<file path="src/rtl/mbus_pkg.sv">
package mbus_pkg;

    typedef enum logic [2:0] {
        S_IDLE,
        S_SLEEP,
        S_HLOW,
        S_HSYNC,
        S_DATA,
        S_MAK,
        S_SAK
    } slot_e;

    typedef struct packed {
        logic lvl;
        logic rise;
        logic fall;
    } line_ev_t;

    // Edge accepted when within a quarter period of the expected position.
    function automatic logic in_win(input int p, input int t);
        return (p >= t - (t >>> 2)) && (p <= t + (t >>> 2));
    endfunction

    function automatic logic past_win(input int p, input int t);
        return p > t + (t >>> 2);
    endfunction

endpackage

</file>
<file path="src/rtl/mbus_edge_sync.sv">
module mbus_edge_sync
    import mbus_pkg::*;
(
    input  logic     clk,
    input  logic     rst,
    input  logic     line_in,
    output line_ev_t ev
);
    logic [1:0] sy;
    logic       prev;

    always_ff @(posedge clk) begin
        if (rst) begin
            sy   <= 2'b11;
            prev <= 1'b1;
        end else begin
            sy   <= {sy[0], line_in};
            prev <= sy[1];
        end
    end

    assign ev.lvl  = sy[1];
    assign ev.rise = sy[1] & ~prev;
    assign ev.fall = ~sy[1] & prev;
endmodule

</file>
<file path="src/rtl/mbus_standby_det.sv">
module mbus_standby_det
    import mbus_pkg::*;
#(
    parameter int STBY_CYC = 60000
) (
    input  logic     clk,
    input  logic     rst,
    input  line_ev_t ev,
    output logic     stby
);
    localparam int HW = $clog2(STBY_CYC + 1);

    logic [HW-1:0] hcnt;
    logic          armed;

    always_ff @(posedge clk) begin
        if (rst) begin
            hcnt  <= '0;
            armed <= 1'b0;
            stby  <= 1'b0;
        end else begin
            stby <= 1'b0;
            if (ev.rise) armed <= 1'b1;
            if (!ev.lvl)
                hcnt <= '0;
            else if (hcnt != HW'(STBY_CYC))
                hcnt <= hcnt + 1'b1;
            if (ev.lvl && armed && hcnt == HW'(STBY_CYC - 1))
                stby <= 1'b1;
        end
    end
endmodule

</file>
<file path="src/rtl/mbus_slot_engine.sv">
module mbus_slot_engine
    import mbus_pkg::*;
#(
    parameter int CNT_W       = 16,
    parameter int HDR_LOW_MIN = 500
) (
    input  logic       clk,
    input  logic       rst,
    input  line_ev_t   ev,
    input  logic       stby,
    input  logic [7:0] tx_byte,
    input  logic       tx_start,
    input  logic       slave_ack_en,
    output logic       line_oe,
    output logic [7:0] rx_byte,
    output logic       rx_valid,
    output logic       master_ack,
    output logic       mak_valid,
    output logic       miss_edge,
    output logic       busy
);
    localparam int PW     = CNT_W + 2;
    localparam int PH_MAX = 1 << CNT_W;
    localparam logic signed [PW-1:0] ONE = PW'(1);

    slot_e                 st;
    logic signed [PW-1:0]  ph;
    logic [CNT_W-1:0]      per;
    logic [2:0]            idx;
    logic [7:0]            sh, tx_buf;
    logic                  tx_mode, tx_pend, hdr_ack;

    int   phi, peri;
    logic edge_any, win, late, at_half, at_end, sak_v;

    always_comb begin
        phi      = int'(ph);
        peri     = int'(per);
        edge_any = ev.rise | ev.fall;
        win      = in_win(phi, peri);
        late     = past_win(phi, peri);
        at_half  = (phi == (peri >>> 1));
        at_end   = (phi == peri);
        sak_v    = !hdr_ack && slave_ack_en;
        busy     = st inside {S_HSYNC, S_DATA, S_MAK, S_SAK};
    end

    always_ff @(posedge clk) begin
        if (rst) begin
            st         <= S_IDLE;
            ph         <= '0;
            per        <= '0;
            idx        <= '0;
            sh         <= '0;
            tx_buf     <= '0;
            tx_mode    <= 1'b0;
            tx_pend    <= 1'b0;
            hdr_ack    <= 1'b0;
            line_oe    <= 1'b0;
            rx_byte    <= '0;
            rx_valid   <= 1'b0;
            master_ack <= 1'b0;
            mak_valid  <= 1'b0;
            miss_edge  <= 1'b0;
        end else begin
            rx_valid  <= 1'b0;
            mak_valid <= 1'b0;
            miss_edge <= 1'b0;
            if (tx_start) begin
                tx_pend <= 1'b1;
                tx_buf  <= tx_byte;
            end
            if (stby) begin
                st      <= S_SLEEP;
                ph      <= '0;
                line_oe <= 1'b0;
            end else begin
                case (st)
                    S_IDLE: ;
                    S_SLEEP: if (ev.fall) begin
                        st <= S_HLOW;
                        ph <= ONE;
                    end
                    S_HLOW: begin
                        if (ev.rise) begin
                            if (phi >= HDR_LOW_MIN) begin
                                st  <= S_HSYNC;
                                idx <= '0;
                                ph  <= '0;
                            end else begin
                                st <= S_SLEEP;
                            end
                        end else if (phi < HDR_LOW_MIN) begin
                            ph <= ph + ONE;
                        end
                    end
                    S_HSYNC: begin
                        ph <= ph + ONE;
                        if (edge_any) begin
                            idx <= idx + 3'd1;
                            if (idx == 3'd0) ph <= ONE;
                            if (idx == 3'd4) per <= ph[CNT_W+1:2];
                            if (idx == 3'd7) begin
                                st      <= S_MAK;
                                ph      <= ONE;
                                hdr_ack <= 1'b1;
                            end
                        end else if (phi >= PH_MAX) begin
                            st <= S_IDLE;
                        end
                    end
                    S_DATA: begin
                        ph <= ph + ONE;
                        if (tx_mode) begin
                            if (at_half) line_oe <= sh[7];
                            if (at_end) begin
                                line_oe <= ~sh[7];
                                sh      <= {sh[6:0], 1'b0};
                                ph      <= ONE;
                                idx     <= idx + 3'd1;
                                if (idx == 3'd7) st <= S_MAK;
                            end
                        end else begin
                            if (at_half) line_oe <= 1'b0;
                            if (edge_any && win) begin
                                sh  <= {sh[6:0], ev.rise};
                                ph  <= ph + ONE - $signed({2'b00, per});
                                idx <= idx + 3'd1;
                                if (idx == 3'd7) begin
                                    rx_byte  <= {sh[6:0], ev.rise};
                                    rx_valid <= 1'b1;
                                    st       <= S_MAK;
                                end
                            end else if (late) begin
                                st        <= S_IDLE;
                                miss_edge <= 1'b1;
                                line_oe   <= 1'b0;
                            end
                        end
                    end
                    S_MAK: begin
                        ph <= ph + ONE;
                        if (at_half) line_oe <= 1'b0;
                        if (edge_any && win) begin
                            master_ack <= ev.rise;
                            mak_valid  <= !hdr_ack;
                            ph         <= ONE;
                            st         <= S_SAK;
                        end else if (late) begin
                            st        <= S_IDLE;
                            miss_edge <= 1'b1;
                            line_oe   <= 1'b0;
                        end
                    end
                    S_SAK: begin
                        ph <= ph + ONE;
                        if (at_half) line_oe <= sak_v;
                        if (at_end) begin
                            line_oe <= 1'b0;
                            ph      <= ONE;
                            hdr_ack <= 1'b0;
                            idx     <= '0;
                            if (!master_ack) begin
                                st <= S_SLEEP;
                            end else begin
                                st      <= S_DATA;
                                tx_mode <= tx_pend;
                                sh      <= tx_buf;
                                tx_pend <= 1'b0;
                            end
                        end
                    end
                    default: st <= S_IDLE;
                endcase
            end
        end
    end
endmodule

</file>
<file path="src/rtl/mbus_slave_phy.sv">
module mbus_slave_phy
    import mbus_pkg::*;
#(
    parameter int CNT_W       = 16,
    parameter int HDR_LOW_MIN = 500,
    parameter int STBY_CYC    = 60000
) (
    input  logic       clk,
    input  logic       rst,
    input  logic       line_in,
    output logic       line_oe,
    output logic [7:0] rx_byte,
    output logic       rx_valid,
    output logic       master_ack,
    output logic       mak_valid,
    input  logic [7:0] tx_byte,
    input  logic       tx_start,
    input  logic       slave_ack_en,
    output logic       miss_edge,
    output logic       stby_seen,
    output logic       busy
);
    line_ev_t ev;

    mbus_edge_sync u_sync (
        .clk     (clk),
        .rst     (rst),
        .line_in (line_in),
        .ev      (ev)
    );

    mbus_standby_det #(.STBY_CYC(STBY_CYC)) u_stby (
        .clk  (clk),
        .rst  (rst),
        .ev   (ev),
        .stby (stby_seen)
    );

    mbus_slot_engine #(.CNT_W(CNT_W), .HDR_LOW_MIN(HDR_LOW_MIN)) u_eng (
        .clk          (clk),
        .rst          (rst),
        .ev           (ev),
        .stby         (stby_seen),
        .tx_byte      (tx_byte),
        .tx_start     (tx_start),
        .slave_ack_en (slave_ack_en),
        .line_oe      (line_oe),
        .rx_byte      (rx_byte),
        .rx_valid     (rx_valid),
        .master_ack   (master_ack),
        .mak_valid    (mak_valid),
        .miss_edge    (miss_edge),
        .busy         (busy)
    );
endmodule

</file>
<file path="config.mk">
export PLATFORM = sky130hd
export DESIGN_NAME = mbus_slave_phy
export DESIGN_NICKNAME = d
export VERILOG_FILES = /design/src/rtl/mbus_pkg.sv /design/src/rtl/mbus_edge_sync.sv /design/src/rtl/mbus_standby_det.sv /design/src/rtl/mbus_slot_engine.sv /design/src/rtl/mbus_slave_phy.sv
export SDC_FILE = /design/constraint.sdc
export NUM_CORES = 1
export LEC_CHECK = 0
export BUFFER_PORTS_ARGS = -buffer_cell sky130_fd_sc_hd__buf_4
export CAP_MARGIN = 10
export CORE_UTILIZATION = 58
export CTS_CLUSTER_DIAMETER = 200
export CTS_CLUSTER_SIZE = 12
export DETAILED_ROUTE_END_ITERATION = 10
export PLACE_DENSITY = 0.78
export SLEW_MARGIN = 15
export SYNTH_ARGS = -nofsm -noshare
export SYNTH_HDL_FRONTEND = slang
export SYNTH_SLANG_ARGS = --single-unit
</file>
<file path="constraint.sdc">
create_clock -name clk -period 4.9 [get_ports clk]
set_input_delay 0.49 -clock clk [delete_from_list [all_inputs] [get_ports clk]]
set_output_delay 0.49 -clock clk [all_outputs]
set_load 0.01 [all_outputs]
</file>
==> summary.md, run 1 <==
| Metric | Value |
|---|---|
| Wire length of the first global-routing pass | `33.6 mm` |
| I/O Pins | `28` |
| Seq/Total Area, Yosys | `23.5%` |
| Final hold slack | `0.329 ns` |
| Final Skew | `slightly above 0.006 ns` |
| Gpl congestion | `slightly above 0.9` |
| Yosys warns | `0` |
| Post-layout min period | `4.86 ns` |
| WL per Instance | `17.2 um` |
| Relative slew slack | `40.4%` |
| Power per cell area | `approximately 170 nW/um^2` |
| CP arrival | `5.08 ns` |
| RSZ-0062 raised after global routing | `true` |
| Post-Route WL | `~21 mm` |
| Largest cells by area after synthesis | `dfxtp_1, ha_1, xnor2_1, mux2i_1, nor2_1` |
| Ys flop type | `dfxtp_1` |
| Mapped Cells | `990` |
| Die X | `~120 um` |
| Post-synth EDFFs | `0` |
| Post-DRT Antenna Nets | `0` |
| Post-layout instance area | `9180 um^2` |
| Pleak | `3.93 nW` |
| Vias | `7384` |
| Peak Freq | `206 MHz` |
| Post-synth top area cell | `dfxtp_1` |
| Slew Limit Fails | `0` |
| Nets@finish | `1142` |
| Netlist cell types | `between 70 and 80` |
| Tightest Hold Check Type | `in2reg` |
| H-tree depth | `3` |
| Setup crit end kind | `register` |
| Area fraction of the dominant cell type after synthesis | `23.5%` |
| Cell area after synthesis | `7920 um^2` |
| Fill cell count | `~1000` |
| Cell Rows | `42` |
| Top cells by count, synth | `nor2_1, dfxtp_1, ha_1` |
| Status | `completed` |
| Initial antenna violation count | `0` |
| DP Area | `8520 um^2` |
| Startpoint Class | `register` |
| Least-Margin Pin Slew | `approximately 0.9 ns` |
| TritonRoute pass-1 iters | `6` |
| TritonCTS Buffers | `9` |
| Hold-fix buffers, CTS | `0` |
| Hold Crit Depth | `2` |
| Peak VDD IR | `0.213 mV` |
| Power Total | `approximately 1.5 mW` |
| Final Setup Violations | `0` |
| Yosys reg bits | `93` |
| Initial DRC count | `724` |
| Fraction of layout cells with a size suffix above 1 | `around 16%` |
| Post-synthesis async set-or-reset flop share | `0%` |
| CTS tree | `built` |
| Sink Count | `93` |
| Die area | `14100 um^2` |
| CP required | `5.11 ns` |
| Final Non-Filler Cells | `1219` |
| Top-count cell post-synth | `nor2_1` |
| Core Area | `13300 um^2` |
| CP Class | `reg2reg` |
| Area Overhead vs Synth | `15.9%` |
| Placed Cells | `1191` |
| Setup ws final | `0.0378 ns` |
| Syn Area/Cell | `8.00 um^2` |
| Clock Path Buffers | `2` |
| Vias per Instance | `slightly above 6` |
| Post-route DRC | `0` |
| Port-buffer cells | `27` |
| Detailed Place HPWL | `15.3 mm` |
| Syn Nets | `1094` |
| Final Hold Fails | `0` |
| Reg2reg path depth | `22` |
| Final worst path period share | `99.2%` |
| Clock-pin slew on the worst setup and hold paths | `0.07 ns` |
| Largest net degree at the start of global routing | `57` |
| Pre-CTS WS | `-0.188 ns` |
| Worst-Skew Late Latency | `0.34 ns` |
| Total gr overflow | `0` |
| Starting Density | `59.6%` |
| Vias in the first global route | `6911` |
| Max FO, Critical Path | `5` |
| All-layer global routing usage | `~30%` |
| Clock root buffer | `clkbuf_16` |
| Diode count | `0` |
| Max-cap violations | `0` |
| Die height | `119 um` |
==> worst max-delay path, cell delays in order (launching register included) <==
cell and delay (ns):
dfxtp_2 0.33, buf_6 0.13, ha_4 0.16, fa_2 0.36
a21oi_2 0.14, o21bai_2 0.09, a21oi_2 0.23, o31ai_4 0.09
a211oi_2 0.23, o31ai_1 0.12, a21oi_1 0.22, xnor2_1 0.16
ha_1 0.28, nand4b_4 0.11, a211oi_2 0.05, or4_4 0.58
nor3_4 0.21, nor2_2 0.06, or2_4 0.30, nor4b_4 0.37
buf_6 0.20, mux2i_1 0.24, nor2_1 0.06
==> cell usage in the layout (no fill, tap or decap), drive strengths merged, types with 6 or more instances in the layout <==
cell type,count
nand4,22
clkbuf,10
a21o,21
or3,8
nand3,26
mux2,7
inv,61
o31ai,11
o21bai,8
o21a,6
o21ai,45
dfxtp,93
nand2b,15
xor2,37
a21oi,60
buf,88
nor2,98
and2,6
and3,8
or2,10
ha,88
a221oi,6
a211oi,8
a31oi,11
mux2i,44
nor2b,12
nor4,7
xnor2,65
nor3,33
nand2,64
==> repair_timing <==
action,4_1_cts,5_1_grt
gates resized for setup,18,45
pin swaps,6,44
endpoints found under the setup margin,35,41
hold endpoints to repair,0,0
gates cloned,1,1
setup buffers,1,9
==> cells by family after synthesis <==
logic type                 Yosys count  synth area share (%)
adders and majority gates           91                  14.7
and+or+nand+nor                    324                  20.1
buffers and inverters              111                  5.57
muxes                               51                  6.55
xor gates and xnor gates           102                  11.3
DFF                                 93                  23.5
AOI/OAI and AO/OA                  218                  18.3
==> cell type report <==
| type | instances | area [um^2] | share of cell area [%] |
|---|---|---|---|
| clock buffer | 10 | 239 | 2.60 |
| sequential | 93 | 1870 | 20.4 |
| clock inverter | 6 | 68.8 | 0.750 |
| timing repair buffer | 88 | 696 | 7.58 |
| tap | 176 | 220 | 2.40 |
| inverter | 60 | 228 | 2.48 |
| multi-input combinational | 786 | 5860 | 63.8 |
==> routing by layer <==
metal,track usage [%],vias up,share of wire [%]
met2,49.4,275,48
met1,38.3,3446,44
met5,0,-,0
li1,-,3615,-
met3,3.40,48,5.7
met4,12.7,0,2.9
==> registers in the layout (all words and copies together), names as in the netlist, 2 cells and up <==
name           count
u_eng.sh           8
u_eng.rx_byte      8
u_eng.idx          3
u_eng.st           3
u_eng.per         16
u_eng.tx_buf       8
u_eng.ph          18
u_stby.hcnt       16
u_sync.sy          2
==> final timing paths <==
path | endpoint | startpoint | slack, ns
worst max register to register | u_eng.rx_byte[7] | u_eng.per[2] | 0.04
worst min register to register | u_sync.sy[1] | u_sync.sy[0] | 0.41
worst max-delay path | u_eng.rx_byte[7] | u_eng.per[2] | 0.04
worst min-delay path | u_sync.sy[0] | line_in | 0.33
==> power breakdown <==
group	internal, mW	total, mW	switching [mW]
sequential	0.762	0.767	0.00541
combinational	0.0245	0.0605	0.0360
clock	0.413	0.722	0.309
total	1.20	1.55	0.350
==> through the flow <==
stage / TNS [ns] / util, %
2_1_floorplan: 0 / -
3_5_place_dp: -2.96 / 64.1
4_1_cts: 0 / 66.9
6_report: 0 / 69.0
5_1_grt: -1.12 / 69.0
3_3_place_gp: -0.266 / 64.1
(Power assumes the default switching activity.)
==> inputs of run 2 (changes only) <==
--- a/config.mk
+++ b/config.mk
@@ -7,11 +7,12 @@
 export LEC_CHECK = 0
 export BUFFER_PORTS_ARGS = -buffer_cell sky130_fd_sc_hd__buf_4
 export CAP_MARGIN = 10
-export CORE_UTILIZATION = 58
+export CORE_UTILIZATION = 59
+export CTS_BUF_LIST = sky130_fd_sc_hd__clkbuf_8
 export CTS_CLUSTER_DIAMETER = 200
 export CTS_CLUSTER_SIZE = 12
 export DETAILED_ROUTE_END_ITERATION = 10
-export PLACE_DENSITY = 0.78
+export PLACE_DENSITY = 0.79
 export SLEW_MARGIN = 15
 export SYNTH_ARGS = -nofsm -noshare
 export SYNTH_HDL_FRONTEND = slang
==> summary.md, run 2 (synthesis gave the netlist of run 1 again) <==
| Metric | Value |
|---|---|
| Power Total | `1.36 mW (-13%)` |
| Cell mode on critical path | `a21oi_2` |
| Detailed Place HPWL | `15.7 mm (+2.7%)` |
| Clock-pin slew on the worst setup and hold paths | `0.10 ns (+0.03 ns)` |
| Post-route DRC | `0 (unchanged)` |
| Tightest Hold Check Type | `in2reg` |
| Max FO, Critical Path | `5 (unchanged)` |
| Clock Path Buffers | `2 (unchanged)` |
| Most common cell after layout, fill and taps aside | `nor2_1` |
| WL per Instance | `17.8 um (+3.5%)` |
| Setup crit end kind | `register` |
| Diode count | `0 (unchanged)` |
| TritonCTS Buffers | `9 (unchanged)` |
| Hold-fix buffers, CTS | `0 (unchanged)` |
| Peak VDD IR | `0.191 mV (-10%)` |
| Initial DRC count | `684 (-5.5%)` |
| CP bufs+invs | `1 (-1)` |
| Vias per Instance | `6.22 (+2.6%)` |
| Starting Density | `61.5% (+1.9 points)` |
| Die X | `118 um (-0.84%)` |
| Final Skew | `0.00997 ns (+0.00380 ns)` |
| Highest-count cells in the layout ignoring fill and taps | `nor2_1, dfxtp_1, ha_1` |
| Status | `completed` |
| H-tree depth | `3 (unchanged)` |
| Relative slew slack | `32.3% (-8.1 points)` |
| Gpl congestion | `0.932 (+0.66%)` |
| TritonRoute pass-1 iters | `6 (unchanged)` |
| Post-Route WL | `21.7 mm (+3.2%)` |
| All-layer global routing usage | `30.6% (+1.0 points)` |
| Slowest cell on the critical path | `or4_4` |
| CTS tree | `built` |
| Post-DRT Antenna Nets | `0 (unchanged)` |
| Crit-path max cell delay | `0.53 ns (-0.05 ns)` |
| Cell Rows | `41 (-2.4%)` |
| I/O Pins | `28 (unchanged)` |
| Crit path max-delay family | `compound AO/OA/AOI/OAI gates` |
| Largest registers | `u_eng.ph x18, u_eng.per x16, u_stby.hcnt x16` |
| Nets@finish | `1143 (+0.088%)` |
| Core Area | `12900 um^2 (-3.2%)` |
| Worst path cell trace | `ha_2, fa_2, a21oi_2, o21bai_2, a21oi_2, o31ai_4, a211oi_2, o31ai_1, a21oi_1, xnor2_1, ha_1, nand4b_2, a211oi_1, or4_4, o21ai_4, nor2_2, or2_4, a2111o_1, buf_6, mux2i_1, nor2_1` |
| Startpoint Class | `register` |
| Largest Register | `u_eng.ph` |
| CP Class | `reg2reg` |
| Crit. path cell count | `21 (-4.5%)` |
| Largest net degree at the start of global routing | `57 (unchanged)` |
| Reg2reg path depth | `21 (-4.5%)` |
| Hold Crit Depth | `2 (unchanged)` |
| Max-cap violations | `0 (unchanged)` |
| Total gr overflow | `0 (unchanged)` |
| Sink Count | `93 (unchanged)` |
| Wire length of the first global-routing pass | `34.6 mm (+2.9%)` |
| Area Overhead vs Synth | `14.5%` |
| Slew Limit Fails | `0 (unchanged)` |
| Least-Margin Pin Slew | `1.01 ns (+0.121 ns)` |
| Clock root buffer | `clkbuf_8` |
| Peak Freq | `207 MHz (+0.52%)` |
| Port-buffer cells | `27 (unchanged)` |
| CP arrival | `5.08 ns (about the same)` |
| Worst-Skew Late Latency | `0.37 ns (+0.03 ns)` |
| Final hold slack | `0.338 ns (+0.00916 ns)` |
| Power per cell area | `149 nW/um^2 (-12%)` |
| Die height | `118 um (-0.84%)` |
| Fraction of layout cells with a size suffix above 1 | `16.4% (+0.29 points)` |
| CP required | `5.14 ns (+0.03 ns)` |
| Pleak | `3.89 nW (-1.1%)` |
| Initial antenna violation count | `0 (unchanged)` |
| Max reg flops | `18 (unchanged)` |
| Vias in the first global route | `7031 (+1.7%)` |
| Final Setup Violations | `0 (unchanged)` |
| Final Hold Fails | `0 (unchanged)` |
| Post-layout min period | `4.84 ns (-0.0251 ns)` |
| Final worst path period share | `98.7% (-0.51 points)` |
| Die area | `13900 um^2 (-1.7%)` |
| Vias | `7554 (+2.3%)` |
-- run 2: cell types whose count changed in the layout (fill, tap and decap cells not counted), sizes merged --
cell and delta:
clkinv -1, clkinvlp +1
-- run 2: what timing repair did --
item / 4_1_cts / 5_1_grt
buffers inserted: 4 / 6
endpoints found under the setup margin: 40 / 40
pin swaps: 11 / 44
cloned: 0 / 2
resized for setup: 18 / 55
-- run 2: layer usage --
metal	up-vias	share of wire [%]	global-route usage (%)	wire length, um
met5	-	0	0	0
met4	0	2.7	11.4	586
met1	3522	43	41.7	9380
met2	360	46	48.3	9880
li1	3610	-	-	-
met3	62	8.4	4.65	1810
-- run 2: final timing paths --
kind / slack [ns] / to / startpoint
max reg2reg: 0.06 / u_eng.sh[6] / u_eng.per[0]
min: 0.34 / u_sync.sy[0] / line_in
min reg2reg: 0.42 / u_sync.sy[1] / u_sync.sy[0]
max: 0.06 / u_eng.sh[6] / u_eng.per[0]
-- run 2: cell type report --
cell class,count,area (um^2)
multi-input cells,786,5860
fillers,1019,3800
flip-flops and latches,93,1880
repair buffers,89,699
inverters,60,230
well taps,172,215
clock buffers,9,124
clock inverters,6,71.3
-- run 2: where the power goes --
| group | switching (mW) | leakage (nW) | total [mW] | internal (mW) |
|---|---|---|---|---|
| Clock | 0.290 | 0.0923 | 0.528 | 0.238 |
| Sequential | 0.00496 | 0.755 | 0.766 | 0.761 |
| Combinational | 0.0372 | 3.04 | 0.0623 | 0.0252 |
| Total | 0.332 | 3.89 | 1.36 | 1.02 |
-- run 2: per-stage QoR --
step	worst slack [ns]	TNS (ns)	area [um^2]	std cells	utilization [%]
floorplan	0.0489	0	7920	990	-
detailed placement	-0.285	-7.04	8520	1188	66.2
global placement	-0.115	-1.54	8520	1188	66.2
CTS	0.00463	0	8820	1207	68.5
finish	0.0628	0	9070	1215	70.5
global route	-0.0939	-0.357	9070	1215	70.5
==> inputs of run 3 (changes only) <==
--- a/config.mk
+++ b/config.mk
@@ -7,6 +7,7 @@
 export LEC_CHECK = 0
 export BUFFER_PORTS_ARGS = -buffer_cell sky130_fd_sc_hd__buf_4
 export CAP_MARGIN = 10
+export CORE_ASPECT_RATIO = 1.4
 export CORE_UTILIZATION = 59
 export CTS_BUF_LIST = sky130_fd_sc_hd__clkbuf_8
 export CTS_CLUSTER_DIAMETER = 200
==> summary.md, run 3 (synthesis gave the netlist of run 1 again) <==
| Metric | Value |
|---|---|
| Post-layout min period | `4.95 ns (+0.108 ns)` |
| Detailed Place HPWL | `15.8 mm (+0.70%)` |
| CP arrival | `5.20 ns (+0.12 ns)` |
| Post-route DRC | `0 (unchanged)` |
| Pleak | `4.08 nW (+5.0%)` |
| CTS tree | `built` |
| Peak VDD IR | `0.260 mV (+36%)` |
| DP Area | `8590 um^2 (+0.88%)` |
| Max-cap violations | `0 (unchanged)` |
| Status | `complete, but fails checks` |
| Die area | `13900 um^2 (about the same)` |
| Post-layout instance area | `9510 um^2 (+4.9%)` |
| Total gr overflow | `0 (unchanged)` |
| Setup crit end kind | `register` |
| Clock root buffer | `clkbuf_8` |
| Placed Cells | `1203 (+1.3%)` |
| Final Skew | `0.00995 ns (-0.0000222 ns)` |
| Startpoint Class | `register` |
| CP Class | `reg2reg` |
| Seq. cell area | `1870 um^2 (-0.33%)` |
| Least-Margin Pin Slew | `1.33 ns (+0.319 ns)` |
| Worst-Skew Late Latency | `0.39 ns (+0.02 ns)` |
| Most common cell after layout, fill and taps aside | `nor2_1` |
| Vias in the first global route | `7509 (+6.8%)` |
| I/O Pins | `28 (unchanged)` |
| Die height | `139 um (+18%)` |
| Wire length of the first global-routing pass | `34.8 mm (+0.66%)` |
| Fraction of layout cells with a size suffix above 1 | `20.0% (+3.6 points)` |
| Sink Count | `93 (unchanged)` |
| WL per Instance | `18.4 um (+3.0%)` |
| Peak Freq | `202 MHz (-2.2%)` |
| Largest Register | `u_eng.ph` |
| Vias per Instance | `6.26 (+0.62%)` |
| Power per cell area | `164 nW/um^2 (+9.5%)` |
| TritonCTS Buffers | `9 (unchanged)` |
| Cell Rows | `49 (+20%)` |
| Final Non-Filler Cells | `1240 (+2.1%)` |
| Tightest Hold Check Type | `in2reg` |
| Reg2reg setup slack | `-0.05 ns (-0.11 ns)` |
| RSZ-0062 raised after global routing | `true` |
| Area Overhead vs Synth | `20.1%` |
| Clock Path Buffers | `2 (unchanged)` |
| Relative slew slack | `11.0% (-21 points)` |
| Fill cell count | `971 (-4.7%)` |
| Violated checks | `negative setup slack` |
| Largest net degree at the start of global routing | `57 (unchanged)` |
| Die X | `99.9 um (-15%)` |
| Final Hold Fails | `0 (unchanged)` |
| Clock-pin slew on the worst setup and hold paths | `0.10 ns (about the same)` |
| Diode count | `0 (unchanged)` |
| Area of the multi-input gates | `6040 um^2 (+3.1%)` |
| Final hold slack | `0.290 ns (-0.0479 ns)` |
| Post-DRT Antenna Nets | `0 (unchanged)` |
| Largest registers | `u_eng.ph x18, u_eng.per x16, u_stby.hcnt x16` |
| All-layer global routing usage | `31.3% (+0.72 points)` |
| H-tree depth | `3 (unchanged)` |
| Nets@finish | `1161 (+1.6%)` |
| CP required | `5.15 ns (about the same)` |
| Initial antenna violation count | `0 (unchanged)` |
| Final Setup Violations | `17 (+17)` |
| Setup ws final | `-0.0453 ns (-0.108 ns)` |
| Initial DRC count | `521 (-24%)` |
| Vias | `7757 (+2.7%)` |
| Highest-count cells in the layout ignoring fill and taps | `nor2_1, buf_4, dfxtp_1` |
| Slew Limit Fails | `0 (unchanged)` |
| Final worst path period share | `101% (+2.2 points)` |
| Starting Density | `61.0% (-0.57 points)` |
| Max reg flops | `18 (unchanged)` |
| Max FO, Critical Path | `5 (unchanged)` |
| Post-Route WL | `22.8 mm (+5.1%)` |
| TritonRoute pass-1 iters | `5 (-1)` |
| Port-buffer cells | `27 (unchanged)` |
| Core Area | `13000 um^2 (+0.94%)` |
| Gpl congestion | `0.935 (+0.40%)` |
-- run 3: cell count changes in the layout (fill, tap and decap cells not counted), sizes merged --
cell	change
buf	+18
bufinv	+3
clkbuf	+1
clkinv	-1
clkinvlp	-2
-- run 3: worst paths after layout --
check,to,depth (start not counted),startpoint
max,u_eng.sh[6],21,u_eng.per[2]
min,u_sync.sy[0],2,line_in
max reg2reg,u_eng.sh[6],21,u_eng.per[2]
min reg2reg,u_sync.sy[1],1,u_sync.sy[0]
-- run 3: report_power, final --
group | switching (mW) | total, mW | leakage (nW) | internal, mW
clock | 0.299 | 0.709 | 0.139 | 0.410
combinational | 0.0452 | 0.0809 | 3.19 | 0.0357
sequential | 0.00512 | 0.767 | 0.754 | 0.762
total | 0.349 | 1.56 | 4.08 | 1.21
-- run 3: area by class of cell --
class | count | share of cell area (%)
timing repair buffer | 107 | 9.23
tap | 178 | 2.34
inverter | 60 | 2.37
sequential | 93 | 19.7
multi-input combinational | 786 | 63.5
clock inverter | 6 | 1.47
clock buffer | 10 | 1.45
-- run 3: metrics by stage --
step	utilization [%]	total power [mW]	TNS, ns	worst slack, ns
3_3_place_gp	66.1	0.844	-11.64	-0.417
3_5_place_dp	66.1	0.845	-15.40	-0.507
5_1_grt	73.2	1.59	-6.08	-0.235
4_1_cts	69.0	1.54	0	0.000693
2_1_floorplan	-	0.822	0	0.0489
6_report	73.2	1.56	-0.285	-0.0453
-- run 3: metal layers --
| layer | wire [um] | GRT usage [%] | up-vias |
|---|---|---|---|
| li1 | - | - | 3643 |
| met1 | 8500 | 34.3 | 3589 |
| met2 | 11200 | 54.5 | 371 |
| met3 | 1380 | 4.64 | 154 |
| met4 | 1660 | 21.9 | 0 |
| met5 | 0 | 0 | - |
-- run 3: critical path, stage by stage, from the launching register on --
cell and delay [ns]:
dfxtp_4 0.40, ha_4 0.14, inv_2 0.04, fa_2 0.35, a21o_1 0.20, a21oi_2 0.16, o21bai_1 0.12, a211o_1 0.37
a31oi_4 0.18, a211oi_2 0.10, o21ai_2 0.18, nand4_1 0.18, ha_1 0.35, nand4_1 0.15, nor3_2 0.30, nand4_1 0.19
a41o_1 0.27, or2_4 0.30, a2111o_1 0.42, buf_6 0.16, mux2i_1 0.16, nor2_1 0.06
-- run 3: what timing repair did --
| action | in CTS | in global routing |
|---|---|---|
| setup buffers | 2 | 16 |
| setup endpoints to repair | 42 | 40 |
| cloned | 0 | 3 |
| resized for setup | 25 | 96 |
| hold buffers | 0 | 0 |
| pin swaps | 17 | 61 |
